==> config.mk <==
export PLATFORM = sky130hd
export DESIGN_NAME = gpio_pullup_port
export DESIGN_NICKNAME = d
export VERILOG_FILES = /design/src/rtl/gpio_port_pkg.sv /design/src/rtl/gpio_addr_decode.sv /design/src/rtl/gpio_ctrl_regs.sv /design/src/rtl/gpio_in_sync.sv /design/src/rtl/gpio_pad_ctrl.sv /design/src/rtl/gpio_read_mux.sv /design/src/rtl/gpio_pullup_port.sv
export SDC_FILE = /design/constraint.sdc
export NUM_CORES = 1
export LEC_CHECK = 0
export BUFFER_PORTS_ARGS = -buffer_cell sky130_fd_sc_hd__buf_2
export CORE_ASPECT_RATIO = 0.6
export CORE_MARGIN = 3
export CORE_UTILIZATION = 49
export DETAILED_ROUTE_END_ITERATION = 10
export HOLD_SLACK_MARGIN = 0.15
export PLACE_DENSITY_LB_ADDON = 0.3
export SYNTH_ARGS = -nofsm -noshare
export SYNTH_HDL_FRONTEND = slang
export SYNTH_SLANG_ARGS = --single-unit
==> constraint.sdc <==
create_clock -name clk -period 1 [get_ports clk]
set_input_delay 0.05 -clock clk [delete_from_list [all_inputs] [get_ports clk]]
set_output_delay 0.05 -clock clk [all_outputs]
set_load 0.05 [all_outputs]
==> src/rtl/gpio_port_pkg.sv <==
package gpio_port_pkg;

    localparam int DEF_PORT_W = 8;
    localparam int DEF_ADDR_W = 4;
    localparam int DEF_SYNC_STAGES = 2;

    typedef enum logic [1:0] {
        SEL_NONE = 2'd0,
        SEL_DATA = 2'd1,
        SEL_DIR  = 2'd2,
        SEL_PULL = 2'd3
    } reg_sel_e;

    typedef struct packed {
        logic data;
        logic dir;
        logic pull;
    } wr_strobe_t;

    function automatic wr_strobe_t strobe_for(reg_sel_e sel, logic wr_en);
        wr_strobe_t s;
        s.data = wr_en && (sel == SEL_DATA);
        s.dir  = wr_en && (sel == SEL_DIR);
        s.pull = wr_en && (sel == SEL_PULL);
        return s;
    endfunction

endpackage

==> src/rtl/gpio_addr_decode.sv <==
module gpio_addr_decode
    import gpio_port_pkg::*;
#(
    parameter int ADDR_W = DEF_ADDR_W,
    parameter logic [ADDR_W-1:0] DATA_OFS = 'h3,
    parameter logic [ADDR_W-1:0] DIR_OFS  = 'h7,
    parameter logic [ADDR_W-1:0] PULL_OFS = 'hF
) (
    input  logic              cs,
    input  logic              we,
    input  logic [ADDR_W-1:0] addr,
    output reg_sel_e          sel,
    output wr_strobe_t        wr
);

    always_comb begin
        sel = SEL_NONE;
        if (cs) begin
            if (addr == DATA_OFS)      sel = SEL_DATA;
            else if (addr == DIR_OFS)  sel = SEL_DIR;
            else if (addr == PULL_OFS) sel = SEL_PULL;
        end
    end

    assign wr = strobe_for(sel, cs && we);

endmodule

==> src/rtl/gpio_ctrl_regs.sv <==
module gpio_ctrl_regs
    import gpio_port_pkg::*;
#(
    parameter int PORT_W = DEF_PORT_W
) (
    input  logic              clk,
    input  logic              rst,
    input  wr_strobe_t        wr,
    input  logic [PORT_W-1:0] wdata,
    output logic [PORT_W-1:0] latch_q,
    output logic [PORT_W-1:0] dir_q,
    output logic [PORT_W-1:0] pull_q
);

    always_ff @(posedge clk) begin
        if (rst) begin
            latch_q <= '0;
            dir_q   <= '0;
            pull_q  <= '0;
        end else begin
            if (wr.data) latch_q <= wdata;
            if (wr.dir)  dir_q   <= wdata;
            if (wr.pull) pull_q  <= wdata;
        end
    end

    // the cycle after reset all control registers are clear
    p_reset_clear_r1: assert property (@(posedge clk)
        $past(rst) |-> (latch_q == '0 && dir_q == '0 && pull_q == '0));

    // a data write lands in the latch on the next edge
    p_latch_load_r2: assert property (@(posedge clk) disable iff (rst)
        wr.data |=> latch_q == $past(wdata));

endmodule

==> src/rtl/gpio_in_sync.sv <==
module gpio_in_sync
    import gpio_port_pkg::*;
#(
    parameter int PORT_W = DEF_PORT_W,
    parameter int STAGES = DEF_SYNC_STAGES
) (
    input  logic              clk,
    input  logic              rst,
    input  logic [PORT_W-1:0] pin_in,
    output logic [PORT_W-1:0] pin_s
);

    logic [PORT_W-1:0] stage_q [STAGES];

    genvar g;
    generate
        for (g = 0; g < STAGES; g++) begin : g_stage
            always_ff @(posedge clk) begin
                if (rst) stage_q[g] <= '0;
                else if (g == 0) stage_q[g] <= pin_in;
                else stage_q[g] <= stage_q[(g == 0) ? 0 : g-1];
            end
        end
    endgenerate

    assign pin_s = stage_q[STAGES-1];

endmodule

==> src/rtl/gpio_pad_ctrl.sv <==
module gpio_pad_ctrl
    import gpio_port_pkg::*;
#(
    parameter int PORT_W = DEF_PORT_W
) (
    input  logic              clk,
    input  logic              rst,
    input  logic [PORT_W-1:0] latch_q,
    input  logic [PORT_W-1:0] dir_q,
    input  logic [PORT_W-1:0] pull_q,
    output logic [PORT_W-1:0] pad_oe,
    output logic [PORT_W-1:0] pad_do,
    output logic [PORT_W-1:0] pad_pu
);

    genvar i;
    generate
        for (i = 0; i < PORT_W; i++) begin : g_pin
            assign pad_oe[i] = dir_q[i];
            assign pad_do[i] = latch_q[i];
            assign pad_pu[i] = pull_q[i] & ~dir_q[i];

            // a driven pin never has its pullup engaged
            p_pull_gated_r6: assert property (@(posedge clk) disable iff (rst)
                pad_oe[i] |-> !pad_pu[i]);
        end
    endgenerate

endmodule

==> src/rtl/gpio_read_mux.sv <==
module gpio_read_mux
    import gpio_port_pkg::*;
#(
    parameter int PORT_W = DEF_PORT_W
) (
    input  reg_sel_e          sel,
    input  logic [PORT_W-1:0] latch_q,
    input  logic [PORT_W-1:0] dir_q,
    input  logic [PORT_W-1:0] pull_q,
    input  logic [PORT_W-1:0] pin_s,
    output logic [PORT_W-1:0] rdata
);

    logic [PORT_W-1:0] data_view;

    genvar i;
    generate
        for (i = 0; i < PORT_W; i++) begin : g_bit
            assign data_view[i] = dir_q[i] ? latch_q[i] : pin_s[i];
        end
    endgenerate

    always_comb begin
        case (sel)
            SEL_DATA: rdata = data_view;
            SEL_DIR:  rdata = dir_q;
            SEL_PULL: rdata = pull_q;
            default:  rdata = '0;
        endcase
    end

endmodule

==> src/rtl/gpio_pullup_port.sv <==
module gpio_pullup_port
    import gpio_port_pkg::*;
#(
    parameter int PORT_W      = DEF_PORT_W,
    parameter int ADDR_W      = DEF_ADDR_W,
    parameter int SYNC_STAGES = DEF_SYNC_STAGES,
    parameter logic [ADDR_W-1:0] DATA_OFS = 'h3,
    parameter logic [ADDR_W-1:0] DIR_OFS  = 'h7,
    parameter logic [ADDR_W-1:0] PULL_OFS = 'hF
) (
    input  logic              clk,
    input  logic              rst,
    input  logic              cs,
    input  logic              we,
    input  logic [ADDR_W-1:0] addr,
    input  logic [PORT_W-1:0] wdata,
    output logic [PORT_W-1:0] rdata,
    input  logic [PORT_W-1:0] pin_in,
    output logic [PORT_W-1:0] pad_oe,
    output logic [PORT_W-1:0] pad_do,
    output logic [PORT_W-1:0] pad_pu
);

    reg_sel_e          sel;
    wr_strobe_t        wr;
    logic [PORT_W-1:0] latch_q;
    logic [PORT_W-1:0] dir_q;
    logic [PORT_W-1:0] pull_q;
    logic [PORT_W-1:0] pin_s;

    gpio_addr_decode #(
        .ADDR_W(ADDR_W), .DATA_OFS(DATA_OFS), .DIR_OFS(DIR_OFS), .PULL_OFS(PULL_OFS)
    ) u_dec (
        .cs(cs), .we(we), .addr(addr), .sel(sel), .wr(wr)
    );

    gpio_ctrl_regs #(.PORT_W(PORT_W)) u_regs (
        .clk(clk), .rst(rst), .wr(wr), .wdata(wdata),
        .latch_q(latch_q), .dir_q(dir_q), .pull_q(pull_q)
    );

    gpio_in_sync #(.PORT_W(PORT_W), .STAGES(SYNC_STAGES)) u_sync (
        .clk(clk), .rst(rst), .pin_in(pin_in), .pin_s(pin_s)
    );

    gpio_pad_ctrl #(.PORT_W(PORT_W)) u_pad (
        .clk(clk), .rst(rst), .latch_q(latch_q), .dir_q(dir_q), .pull_q(pull_q),
        .pad_oe(pad_oe), .pad_do(pad_do), .pad_pu(pad_pu)
    );

    gpio_read_mux #(.PORT_W(PORT_W)) u_rmux (
        .sel(sel), .latch_q(latch_q), .dir_q(dir_q), .pull_q(pull_q),
        .pin_s(pin_s), .rdata(rdata)
    );

    logic unmapped;
    assign unmapped = (addr != DATA_OFS) && (addr != DIR_OFS) && (addr != PULL_OFS);

    // a write to an unused offset changes nothing visible
    p_unmapped_ignored_r9: assert property (@(posedge clk) disable iff (rst)
        (cs && we && unmapped) |=> ($stable(pad_oe) && $stable(pad_do) && $stable(pull_q)));

    // without both strobes the registers hold
    p_no_strobe_r10: assert property (@(posedge clk) disable iff (rst)
        !(cs && we) |=> ($stable(pad_oe) && $stable(pad_do) && $stable(pull_q)));

    // output bits of a data read agree with what the pads drive
    p_read_latch_r3: assert property (@(posedge clk) disable iff (rst)
        (cs && addr == DATA_OFS) |-> ((rdata & pad_oe) == (pad_do & pad_oe)));

    // direction readback agrees with the pad output enables
    p_dir_read_r8: assert property (@(posedge clk) disable iff (rst)
        (cs && addr == DIR_OFS) |-> (rdata == pad_oe));

    generate
        if (SYNC_STAGES == 2) begin : g_lat_chk
            // input bits show the pin level from two edges earlier
            p_input_latency_r4: assert property (@(posedge clk) disable iff (rst)
                (cs && addr == DATA_OFS && !$past(rst) && !$past(rst, 2))
                |-> ((rdata & ~pad_oe) == ($past(pin_in, 2) & ~pad_oe)));
        end
    endgenerate

endmodule

# Yosys cells after proc, flatten, opt, wreduce, memory -nomap -nowiden
# Memories as Yosys holds them, arrays and structs flattened.
# Cells that the tools add are included.
dict set report word_totals {
  mem_count 1
  mem_bits_rw 16
  word_cells 50
  ff_bits 24
}
dict set report op_classes {
  n_bitwise 18
  n_reduce_logical 4
  eq_ne 6
  mux 18
}
# memory words width read_ports rd_clocked_by_memory_dff write_ports line_no
set memory_table {}
lappend memory_table {u_sync.stage_q 2 8 2 0 2 gpio_in_sync.sv:13} ;# logic [PORT_W-1:0] stage_q [STAGES];
# op count
set ops {}
lappend ops {{case mux 8 bit (3 select lines)} 1}
lappend ops {{two-way mux 8 bit} 2}
lappend ops {{two-way mux 1 bit} 11}
lappend ops {{bitwise AND 1 bit} 8}
lappend ops {{two-way mux 2 bit} 4}
lappend ops {{inverter 1 bit} 8}
lappend ops {{== test 2 bit (second input constant)} 2}
lappend ops {{== test 4 x 2 -> 1 bit (second input constant)} 1}
lappend ops {{== test 4 x 3 -> 1 bit (second input constant)} 1}
lappend ops {{== test 4 bit (second input constant)} 1}
lappend ops {{logical AND 1 bit} 4}
lappend ops {{== test 2 x 1 -> 1 bit (second input constant)} 1}
lappend ops {{OR 1 bit} 2}

# Depth between registers and ports, before layout
# Gate-level depths: netlist (run 1).
dict set report logic_depth {
  word_depth 7
  depth_mapped 4
  depth_no_buf 3
}

# Modules after synthesis
# From an unflattened synthesis (run 1), not the netlist that was laid out.
dict set report hier_totals {
  cells_unflattened 173
  area_unflattened_um2 1863.0
}
# mod n_inst area_per_inst_um2 cells_per_inst
set by_module_without_submodules {}
lappend by_module_without_submodules {gpio_ctrl_regs 1 859.6 77}
lappend by_module_without_submodules {gpio_in_sync 1 464.2 33}
lappend by_module_without_submodules {gpio_read_mux 1 250.2 28}
lappend by_module_without_submodules {gpio_pad_ctrl 1 230.2 24}
lappend by_module_without_submodules {gpio_addr_decode 1 58.8 11}

# Worst setup path before layout (run 1)
# No wires, ideal clock.
dict set report synth_path {
  kind {register -> output}
  startpoint {register u_regs.dir_q[7]}
  endpoint {output port rdata[7]}
  path_buffers 0
  stages_incl_launch_ff 4
  arrival_time_ns 1.351
  slack_ns -0.401
  path_cell_list {dfxtp_1 o21ai_0 o21ai_0 a22o_1}
}
dict set report synth_between {
  elab_chain_cells 2
}
# item line_no
set synth_lines {}
lappend synth_lines {{start, declared} gpio_ctrl_regs.sv:11} ;# output logic [PORT_W-1:0] dir_q,
lappend synth_lines {{start signal, assigned} gpio_ctrl_regs.sv:22} ;# if (wr.dir) dir_q <= wdata;
lappend synth_lines {{two-way mux 1 bit} gpio_read_mux.sv:19} ;# assign data_view[i] = dir_q[i] ? latch_q[i] : pin_s[i];
lappend synth_lines {{case mux 8 bit (3 select lines) (*)} gpio_read_mux.sv:24} ;# case (sel)
lappend synth_lines {{end, declared} gpio_pullup_port.sv:17} ;# output logic [PORT_W-1:0] rdata,
# Every way passes the cells marked *; elsewhere a longest branch is shown, timed or not.

# Final worst setup path (run 1)
dict set report layout_path {
  startpoint {register u_regs.latch_q[3]}
  endpoint {output port rdata[3]}
}
dict set report layout_between {
  elab_chain_cells 2
}
# item line_no
set layout_lines {}
lappend layout_lines {{start, declared} gpio_ctrl_regs.sv:10} ;# output logic [PORT_W-1:0] latch_q,
lappend layout_lines {{start signal, assigned} gpio_ctrl_regs.sv:21} ;# if (wr.data) latch_q <= wdata;
lappend layout_lines {{two-way mux 1 bit} gpio_read_mux.sv:19}
lappend layout_lines {{case mux 8 bit (3 select lines)} gpio_read_mux.sv:24}
# Every way passes these cells.

==> summary.txt, run 1 <==
Status
  • Status: finished, violations left
  • Failing checks: negative setup slack

Worst hold path
  • Min-delay worst type: input pin to register

Synth
  • Cell Area, Synth: 1700 um2
  • Netlist cell types: 17
  • Syn nets: a little over 200
  • Seq/Total Area, Yosys: 47.0%
  • Ys Warns: 0
  • Syn Inst Count: between 150 and 200
  • #FFs+latches synth: 40
  • Mean post-synth cell area: between 9 and 10 um2

Die
  • Area of the die: ~4200 um2
  • Starting Density: between 50% and 60%
  • Chip height: ~52 um
  • IO Pins: 56
  • Core Area: 3100 um2
  • Die width: between 80 and 90 um
  • Rows: 15

GRT
  • Met1 Use GR: 34.0%
  • Most used routing layer: met2
  • Met3 GRT Util: 8.30%
  • Remaining Overflow, GRT: 0
  • Number of global-route vias before repair: 1,854
  • GR Layer Usage met2: 53.1%
  • Largest net degree at the start of global routing: 38
  • Initial antenna violation count: 0
  • GRT Util Overall: a little under a third
  • First-pass GRT wire length: roughly 9 mm

Cells and area
  • Commonest non-fill, non-tap cells in the layout: 32 x nand2b_1, 28 x buf_4, 24 x nor2b_1, 23 x buf_2
  • Design area: 2900 um2
  • Final nets: a little over 300
  • Register area: 865 um2
  • Footprint of the multi-input gates: roughly 960 um2
  • Commonest non-fill, non-tap cell in the layout: nand2b_1
  • Area Growth Syn to Fin: 70.2%
  • Diodes inserted: 0
  • Core Util, Final: 93.7%
  • Share of cells above drive strength 1: 50.2%
  • Non-Filler Instances: approximately 320
  • Fillers: 97

Clocking
  • Reg clk slew, reported paths: around 0.080 ns
  • # H-tree levels: 2
  • Clock sinks: 40
  • TritonCTS Buffers: 5
  • CTS max path bufs: 2
  • Root Buffer: clkbuf_8
  • Worst-Skew Late Latency: 0.30 ns
  • CTS tree: built

Drt
  • Final ANT Viol Nets: 0
  • WL final: between 7 and 8 mm
  • DRC: 0
  • DRT Pass-1 Iters: 5
  • Via count: 1,950
  • Vias per cell: approximately 6
  • WL/cell: approximately 23 um
  • Initial DRC Count: 158

Worst setup path
  • Data required, critical path: 0.95 ns
  • Setup crit end kind: output pin
  • Critical Path Fanout Max: 2
  • Arr. time, crit path: 1.32 ns
  • Critical path class: register to output pin
  • Worst setup SP type: register

Placed design
  • GP Congestion: 0.839
  • IO Port Bufs: 55
  • DP Area: around 2300 um2
  • HPWL after DPL: 3.14 mm
  • Placed insts: between 200 and 300

Timing
  • Fin Hold WS: 0.174 ns
  • Slew @ Worst Pin: 0.393 ns
  • Worst setup margin: -0.375 ns
  • Post-layout min period: 1.37 ns
  • Fin Setup TNS: -3.14 ns
  • Slew Limit Fails: 0
  • Tcrit/Tclk final: 137%
  • Clock Skew: 0.00283 ns
  • RSZ-0062 raised after global routing: yes
  • Max Clock Freq: around 730 MHz
  • Slew margin rel.: about 74%
  • Endpoints failing setup: 19
  • Hold Fails Final Rpt: 0

Power
  • P_leak: 1.27 nW
  • Pwr Density: around 1100 nW/um2
  • VDD IR max: 1140 uV

Job
  • Max-cap viol count: 0
==> flip-flops by register name, summed over array words and instances, names as in the netlist <==
name	count
u_regs.pull_q	8
u_sync.stage_q	16
u_regs.latch_q	8
u_regs.dir_q	8
==> cell type report <==
type / instances / share of cell area (%)
clock buffers: 6 / 2.85
clock inverters: 2 / 0.345
multi-input cells: 130 / 33.2
flip-flops and latches: 40 / 29.8
well taps: 42 / 1.81
repair buffers: 103 / 32.0
==> report_power, final <==
group | total (mW) | internal (mW) | switching, mW
registers | 1.61 | 1.59 | 0.0204
logic | 0.386 | 0.186 | 0.199
clock network | 1.17 | 0.552 | 0.620
==> worst paths after layout <==
kind | from | end | slack (ns) | cells after the start
worst max-delay path | u_regs.latch_q[3] | rdata[3] | -0.37 | 4
worst min-delay path | rst | u_sync.stage_q[1][6] | 0.17 | 3
worst max register to register | u_regs.dir_q[4] | u_regs.dir_q[4] | -0.04 | 5
worst min register to register | u_sync.stage_q[0][2] | u_sync.stage_q[1][2] | 0.45 | 1
==> worst max-delay path, cell delays in order, from the launching register on <==
cell     delay [ns]
dfxtp_4        0.35
o21ai_2        0.14
o21ai_2        0.10
a22o_2         0.27
buf_8          0.16
==> cell usage after synthesis <==
library cell,count,area share [%]
a22o_1,8,4.1
and4_1,1,0.51
buf_1,1,0.22
buf_2,3,0.88
clkbuf_1,5,1.1
dfxtp_1,40,47
mux2i_1,16,9.4
nand2_1,1,0.22
nand2b_1,32,12
nand3_1,2,0.59
nand3b_1,1,0.44
nand4_4,1,1.2
nor2_1,2,0.44
nor2b_1,32,12
nor3_2,1,0.59
o21ai_0,32,9.4
or3_1,1,0.37
==> logic make-up (layout without fill, tap and decap cells) <==
group | Yosys count | after routing | synth area share (%)
and+or+nand+nor | 74 | 74 | 27.9
AOI/OAI and AO/OA | 40 | 40 | 13.5
DFF | 40 | 40 | 47.0
muxes | 16 | 16 | 9.40
buffers and inverters | 9 | 111 | 2.20
==> metal layers <==
layer  vias up  wire length, um
met5         -                0
met4         0              533
met3        47              557
met2       144             3660
met1       947             2740
li1        812                -
==> timing repair <==
action | in CTS | in global routing
setup endpoints to repair | 27 | 28
hold endpoints to repair | 36 | 0
pin swaps | 4 | 6
setup buffers | 2 | 5
hold buffers | 18 | 0
resized for setup | 86 | 28
==> metrics by stage <==
stage	power, mW	worst slack, ns
floorplan	1.78	-0.0722
global placement	1.90	-0.0772
detailed placement	1.91	-0.105
CTS	3.07	-0.279
global route	3.24	-0.409
finish	3.17	-0.375
Note: power is estimated with default switching activity, not from simulation.
==> run 2, diff against run 1 <==
--- a/config.mk
+++ b/config.mk
@@ -12,6 +12,7 @@
 export DETAILED_ROUTE_END_ITERATION = 10
 export HOLD_SLACK_MARGIN = 0.15
 export PLACE_DENSITY_LB_ADDON = 0.3
+export REMOVE_ABC_BUFFERS = 1
 export SYNTH_ARGS = -nofsm -noshare
 export SYNTH_HDL_FRONTEND = slang
 export SYNTH_SLANG_ARGS = --single-unit
==> summary.txt, run 2 (synthesis results as in run 1) <==
Clocking
  • TritonCTS Buffers: 5 (unchanged)
  • CTS max path bufs: 2 (unchanged)
  • Clock sinks: 40 (unchanged)
  • CTS tree: built (unchanged)
  • # H-tree levels: 2 (unchanged)
  • Worst-Skew Late Latency: 0.29 ns (was 0.30 ns)
  • Root Buffer: clkbuf_8 (unchanged)
  • Reg clk slew, reported paths: 0.08 ns (about the same)

Timing
  • Slew Limit Fails: 0 (unchanged)
  • Clock Skew: 0.00110 ns (was 0.00283 ns)
  • Slew @ Worst Pin: 0.355 ns (was 0.393 ns)
  • RSZ-0062 raised after global routing: yes (unchanged)
  • Endpoints failing setup: 16 (was 19)
  • Max Clock Freq: 764 MHz (was 727 MHz)
  • Slew margin rel.: 76.3% (was 73.7%)
  • Post-layout min period: 1.31 ns (was 1.37 ns)
  • Tcrit/Tclk final: 131% (was 137%)
  • Fin Setup TNS: -2.65 ns (was -3.14 ns)
  • Worst setup margin: -0.309 ns (was -0.375 ns)
  • Hold Fails Final Rpt: 0 (unchanged)

Worst setup path
  • Worst reg2reg startpoint: u_regs.pull_q[4] (was u_regs.dir_q[4])
  • Critical Path Fanout Max: 2 (unchanged)
  • Setup crit end kind: output pin (unchanged)
  • Arr. time, crit path: 1.26 ns (was 1.32 ns)
  • Data required, critical path: 0.95 ns (about the same)
  • Worst setup SP type: register (unchanged)
  • Critical path class: register to output pin (unchanged)
  • Critical Path Source: u_regs.latch_q[5] (was u_regs.latch_q[3])
  • Reg2reg setup slack: 0.05 ns (was -0.04 ns)

Cells and area
  • Diodes inserted: 0 (unchanged)
  • Commonest non-fill, non-tap cells in the layout: 32 x nand2b_1, 25 x buf_6, 24 x nor2b_1, 23 x buf_2, 23 x dfxtp_1 (was 32 x nand2b_1, 28 x buf_4, 24 x nor2b_1, 23 x buf_2)
  • Share of cells above drive strength 1: 43.1% (was 50.2%)
  • Max reg flops: 16 (unchanged)
  • Final nets: 299 (was 304)
  • Commonest non-fill, non-tap cell in the layout: nand2b_1 (unchanged)
  • Core Util, Final: 91.5% (was 93.7%)
  • Fillers: 117 (was 97)
  • Design area: 2830 um2 (was 2900 um2)
  • Area Growth Syn to Fin: 66.3% (was 70.2%)
  • Top reg by flops: u_sync.stage_q (unchanged)

Worst hold path
  • HP Start: rst (unchanged)
  • Min-delay worst type: input pin to register (unchanged)

Power
  • Pwr Density: 1180 nW/um2 (was 1090 nW/um2)
  • VDD IR max: 979 uV (was 1140 uV)
  • Total power: 3.33 mW (was 3.17 mW)
  • P_sw: 795 uW (was 840 uW)
  • P_int: 2.54 mW (was 2.33 mW)
  • P_leak: 1.25 nW (was 1.27 nW)
  • Sequential Power Share: 49.1% (was 50.8%)
  • Switching Share: 23.9% (was 26.5%)
  • Clock network power share: 40.1% (was 37.0%)
  • Combinational power share: 10.8% (was 12.2%)

Die
  • Core Area: 3100 um2 (unchanged)
  • Area of the die: 4240 um2 (unchanged)
  • Die width: 82.1 um (unchanged)
  • IO Pins: 56 (unchanged)
  • Chip height: 51.7 um (unchanged)
  • Rows: 15 (unchanged)
  • Starting Density: 55.0% (unchanged)

Status
  • Status: finished, violations left (unchanged)
  • Failing checks: negative setup slack (unchanged)

Drt
  • Final ANT Viol Nets: 0 (unchanged)
  • DRC: 0 (unchanged)
  • Initial DRC Count: 138 (was 158)
  • Via count: 1,804 (was 1,950)
  • Vias per cell: 5.67 (was 6.04)
  • WL final: 6.58 mm (was 7.50 mm)
  • DRT Pass-1 Iters: 4 (was 5)
  • WL/cell: 20.7 um (was 23.2 um)

GRT
  • Number of global-route vias before repair: 1,832 (was 1,854)
  • Remaining Overflow, GRT: 0 (unchanged)
  • GRT Util Overall: 29.9% (was 30.7%)
  • Initial antenna violation count: 0 (unchanged)
  • Largest net degree at the start of global routing: 49 (was 38)
  • First-pass GRT wire length: 9.31 mm (was 9.25 mm)

Job
  • Max-cap viol count: 0 (unchanged)

Placed design
  • DP Area: 2200 um2 (was 2280 um2)
  • HPWL after DPL: 3.04 mm (was 3.14 mm)
  • GP Congestion: 0.778 (was 0.839)
  • IO Port Bufs: 55 (unchanged)
  • Setup WS pre-CTS: -0.129 ns (was -0.105 ns)
-- run 2: path summary, 6_finish.rpt --
kind	end	cells past startpoint
hold / removal	u_sync.stage_q[0][3]	3
setup / recovery	rdata[5]	4
hold reg to reg	u_sync.stage_q[1][1]	1
setup reg to reg	u_regs.pull_q[4]	3
-- run 2: area by class of cell --
cell class / count / area, um2 / share of cell area, %
multi-input combinational: 130 / 933 / 32.9
timing repair buffer: 98 / 905 / 31.9
sequential: 40 / 832 / 29.4
clock buffer: 5 / 68.8 / 2.43
tap: 42 / 52.6 / 1.85
clock inverter: 3 / 42.5 / 1.50
-- run 2: power groups by stage --
stage | combinational [mW] | sequential (mW) | clock [mW]
after floorplan | 0.0983 | 1.69 | 0
after global placement | 0.260 | 1.68 | 0
after detailed placement | 0.264 | 1.68 | 0
after CTS | 0.328 | 1.64 | 1.31
after global routing | 0.380 | 1.64 | 1.41
final | 0.360 | 1.64 | 1.34
-- run 2: critical path: stages, from the launching register on --
cell     delay, ns
dfxtp_2       0.34
o21ai_1       0.16
o21ai_1       0.10
a22o_1        0.21
buf_6         0.16
-- run 2: repair_timing --
| action | CTS | global route |
|---|---|---|
| hold endpoints to repair | 32 | 0 |
| buffers inserted | 2 | 2 |
| resized for setup | 94 | 37 |
| hold buffers | 16 | 0 |
| setup endpoints to repair | 30 | 28 |
| pin swaps | 8 | 3 |
-- run 2: per-stage QoR --
stage          cells  hold slack (ns)
2_1_floorplan    170            0.122
3_3_place_gp     291            0.258
5_1_grt          318            0.189
4_1_cts          317            0.160
3_5_place_dp     291            0.266
6_report         318            0.167
-- run 2: routing by layer --
layer  up-vias  track usage, %  wire length, um
li1        797               -                -
met1       864            35.6             2600
met2       104            52.1             3180
met3        39            7.09              454
met4         0            11.6              346
met5         -               0                0
==> run 3, diff against run 2 <==
--- a/config.mk
+++ b/config.mk
@@ -8,7 +8,7 @@
 export BUFFER_PORTS_ARGS = -buffer_cell sky130_fd_sc_hd__buf_2
 export CORE_ASPECT_RATIO = 0.6
 export CORE_MARGIN = 3
-export CORE_UTILIZATION = 49
+export CORE_UTILIZATION = 45
 export DETAILED_ROUTE_END_ITERATION = 10
 export HOLD_SLACK_MARGIN = 0.15
 export PLACE_DENSITY_LB_ADDON = 0.3
==> constraint.sdc (replaced) <==
create_clock -name clk -period 1.1 [get_ports clk]
set_input_delay 0.055 -clock clk [delete_from_list [all_inputs] [get_ports clk]]
set_output_delay 0.055 -clock clk [all_outputs]
set_load 0.05 [all_outputs]
==> summary.txt, run 3 (synthesis results as in run 1) <==
Timing
  • Endpoints failing setup: 8 (was 16)
  • Tcrit/Tclk final: 115%
  • Max Clock Freq: 788 MHz
  • Slew Limit Fails: 0 (unchanged)
  • Slew margin rel.: 77.0% (was 76.3%)
  • Post-layout min period: 1.27 ns
  • Worst setup margin: -0.169 ns (was -0.309 ns)
  • Slew @ Worst Pin: 0.343 ns (was 0.355 ns)
  • RSZ-0062 raised after global routing: yes (unchanged)
  • Clock Skew: 0.00422 ns (was 0.00110 ns)
  • Hold Fails Final Rpt: 0 (unchanged)

Worst setup path
  • RR Endpoint: u_regs.pull_q[1] (was u_regs.pull_q[4])
  • CP Buf/Inv Count: 1 (unchanged)
  • Critical path class: register to output pin (unchanged)
  • Critical Path Fanout Max: 2 (unchanged)
  • Most Frequent Cell on Critical Path: o21ai_1 (unchanged)
  • Worst setup SP type: register (unchanged)
  • Critical Path, Cell by Cell: o21ai_1, o21ai_1, a22o_1, buf_6 (unchanged)
  • Data required, critical path: 1.04 ns (was 0.95 ns)
  • CP max stage cell: dfxtp_2 (unchanged)
  • Arr. time, crit path: 1.21 ns (was 1.26 ns)
  • Setup crit end kind: output pin (unchanged)
  • R2r worst-path depth: 3 (unchanged)
  • Worst reg2reg startpoint: u_regs.pull_q[1] (was u_regs.pull_q[4])
  • Reg2reg setup slack: 0.29 ns (was 0.05 ns)
  • Delay-heaviest family, CP: compound AO/OA/AOI/OAI gates (unchanged)
  • CP max stage delay: 0.32 ns (was 0.34 ns)

Cells and area
  • Commonest non-fill, non-tap cells in the layout: 39 x buf_2, 32 x nand2b_1, 27 x nor2b_1, 25 x dfxtp_1, 19 x buf_4 (was 32 x nand2b_1, 25 x buf_6, 24 x nor2b_1, 23 x buf_2, 23 x dfxtp_1)
  • Diodes inserted: 0 (unchanged)
  • Commonest non-fill, non-tap cell in the layout: buf_2 (was nand2b_1)
  • Area Growth Syn to Fin: 52.8% (was 66.3%)
  • Top reg by flops: u_sync.stage_q (unchanged)
  • Max reg flops: 16 (unchanged)
  • Share of cells above drive strength 1: 40.0% (was 43.1%)
  • Non-Filler Instances: 315 (was 318)
  • Final nets: 293 (was 299)

Die
  • IO Pins: 56 (unchanged)
  • Die width: 85.4 um (was 82.1 um)
  • Starting Density: 49.5% (was 55.0%)
  • Core Area: 3440 um2 (was 3100 um2)
  • Chip height: 53.7 um (was 51.7 um)
  • Area of the die: 4590 um2 (was 4240 um2)
  • Rows: 16 (was 15)

Worst hold path
  • Hold endpoint: u_sync.stage_q[1][6] (was u_sync.stage_q[0][3])
  • Min-delay worst type: input pin to register (unchanged)
  • Hold Path Stages: 3 (unchanged)
  • HP Start: rst (unchanged)

Drt
  • Vias per cell: 4.93 (was 5.67)
  • Via count: 1,554 (was 1,804)
  • WL final: 4.48 mm (was 6.58 mm)
  • Final ANT Viol Nets: 0 (unchanged)
  • WL/cell: 14.2 um (was 20.7 um)
  • DRT Pass-1 Iters: 4 (unchanged)
  • Initial DRC Count: 97 (was 138)
  • DRC: 0 (unchanged)

Placed design
  • Placed insts: 283 (was 291)
  • GP Congestion: 0.757 (was 0.778)
  • Setup WS pre-CTS: -0.0389 ns (was -0.129 ns)
  • HPWL after DPL: 2.91 mm (was 3.04 mm)
  • IO Port Bufs: 55 (unchanged)

Power
  • P_leak: 1.19 nW (was 1.25 nW)
  • Combinational power share: 9.9% (was 10.8%)
  • P_int: 2.30 mW (was 2.54 mW)
  • P_sw: 657 uW (was 795 uW)
  • Clock network power share: 39.9% (was 40.1%)
  • Switching Share: 22.2% (was 23.9%)
  • VDD IR max: 864 uV (was 979 uV)
  • Pwr Density: 1140 nW/um2 (was 1180 nW/um2)
  • Sequential Power Share: 50.3% (was 49.1%)

GRT
  • Largest net degree at the start of global routing: 49 (unchanged)
  • Number of global-route vias before repair: 1,471 (was 1,832)
  • Initial antenna violation count: 0 (unchanged)
  • First-pass GRT wire length: 7.16 mm (was 9.31 mm)
  • Remaining Overflow, GRT: 0 (unchanged)
  • GRT Util Overall: 20.5% (was 29.9%)

Clocking
  • CTS max path bufs: 2 (unchanged)
  • Root Buffer: clkbuf_8 (unchanged)
  • Reg clk slew, reported paths: 0.08 ns (about the same)
  • TritonCTS Buffers: 5 (unchanged)
  • CTS tree: built (unchanged)
  • Clock sinks: 40 (unchanged)
  • # H-tree levels: 2 (unchanged)
  • Worst-Skew Late Latency: 0.30 ns (was 0.29 ns)

Status
  • Status: finished, violations left (unchanged)
  • Failing checks: negative setup slack (unchanged)

Job
  • Max-cap viol count: 0 (unchanged)
run 3: changes by cell type in the layout (fill, tap and decap cells not counted), sizes merged:
cell	change
clkinvlp	-1
buf	-5
run 3: final cells by class:
cell class,count,area (um2)
clock buffers,6,72.6
clock inverters,2,35.0
fillers,247,840
multi-input cells,130,895
flip-flops and latches,40,827
well taps,45,56.3
repair buffers,92,718
run 3: what timing repair did:
action                     4_1_cts  5_1_grt
pin swaps                       10        4
hold endpoints to repair        32        0
resized for setup               51       27
cloned                           0        0
setup endpoints to repair       12       16
hold buffers                    16        0
buffers inserted                 6        2
run 3: metrics by stage:
step / setup TNS, ns / total power [mW] / hold slack, ns / area, um2 / util [%]
CTS: -0.992 / 2.96 / 0.170 / 2510 / 73.0
global placement: -0.0382 / 1.75 / 0.266 / 2120 / 61.6
global route: -1.41 / 3.07 / 0.187 / 2600 / 75.6
floorplan: -4.07 / 1.63 / 0.127 / 1670 / -
detailed placement: -0.160 / 1.76 / 0.271 / 2120 / 61.6
finish: -0.960 / 2.96 / 0.167 / 2600 / 75.6
run 3: worst max-delay path by stage:
stage / depth (start not counted) / end / start / slack, ns
4_1_cts: 4 / rdata[4] / u_regs.latch_q[4] / -0.14
3_5_place_dp: 4 / u_regs.latch_q[4] / addr[2] / -0.04
5_1_grt: 4 / rdata[1] / u_regs.latch_q[1] / -0.21
2_1_floorplan: 3 / rdata[7] / u_regs.dir_q[7] / -0.31
6_report: 4 / rdata[1] / u_regs.latch_q[1] / -0.17
3_3_place_gp: 6 / rdata[1] / addr[2] / -0.02
run 3: power by group through the flow:
stage               Sequential, mW  Clock [mW]  Combinational [mW]
floorplan                     1.54           0              0.0894
global placement              1.53           0               0.229
detailed placement            1.53           0               0.233
CTS                           1.49        1.19               0.284
global route                  1.49        1.26               0.316
finish                        1.49        1.18               0.292
run 3: per-layer routing:
metal  global-route usage (%)  vias up  wire (um)
li1                         -      787          -
met1                     26.4      715       2170
met5                        0        -          0
met4                     8.42        0         54
met3                     6.12        6        247
met2                     32.9       46       2010
run 3: worst register-to-register path: cells and delay by family, from the launching register on:
kind | cells | cell delay, ns
AND/OR/NAND/NOR | 1 | 0.13
flip-flops | 1 | 0.34
AO/OA/AOI/OAI | 2 | 0.22
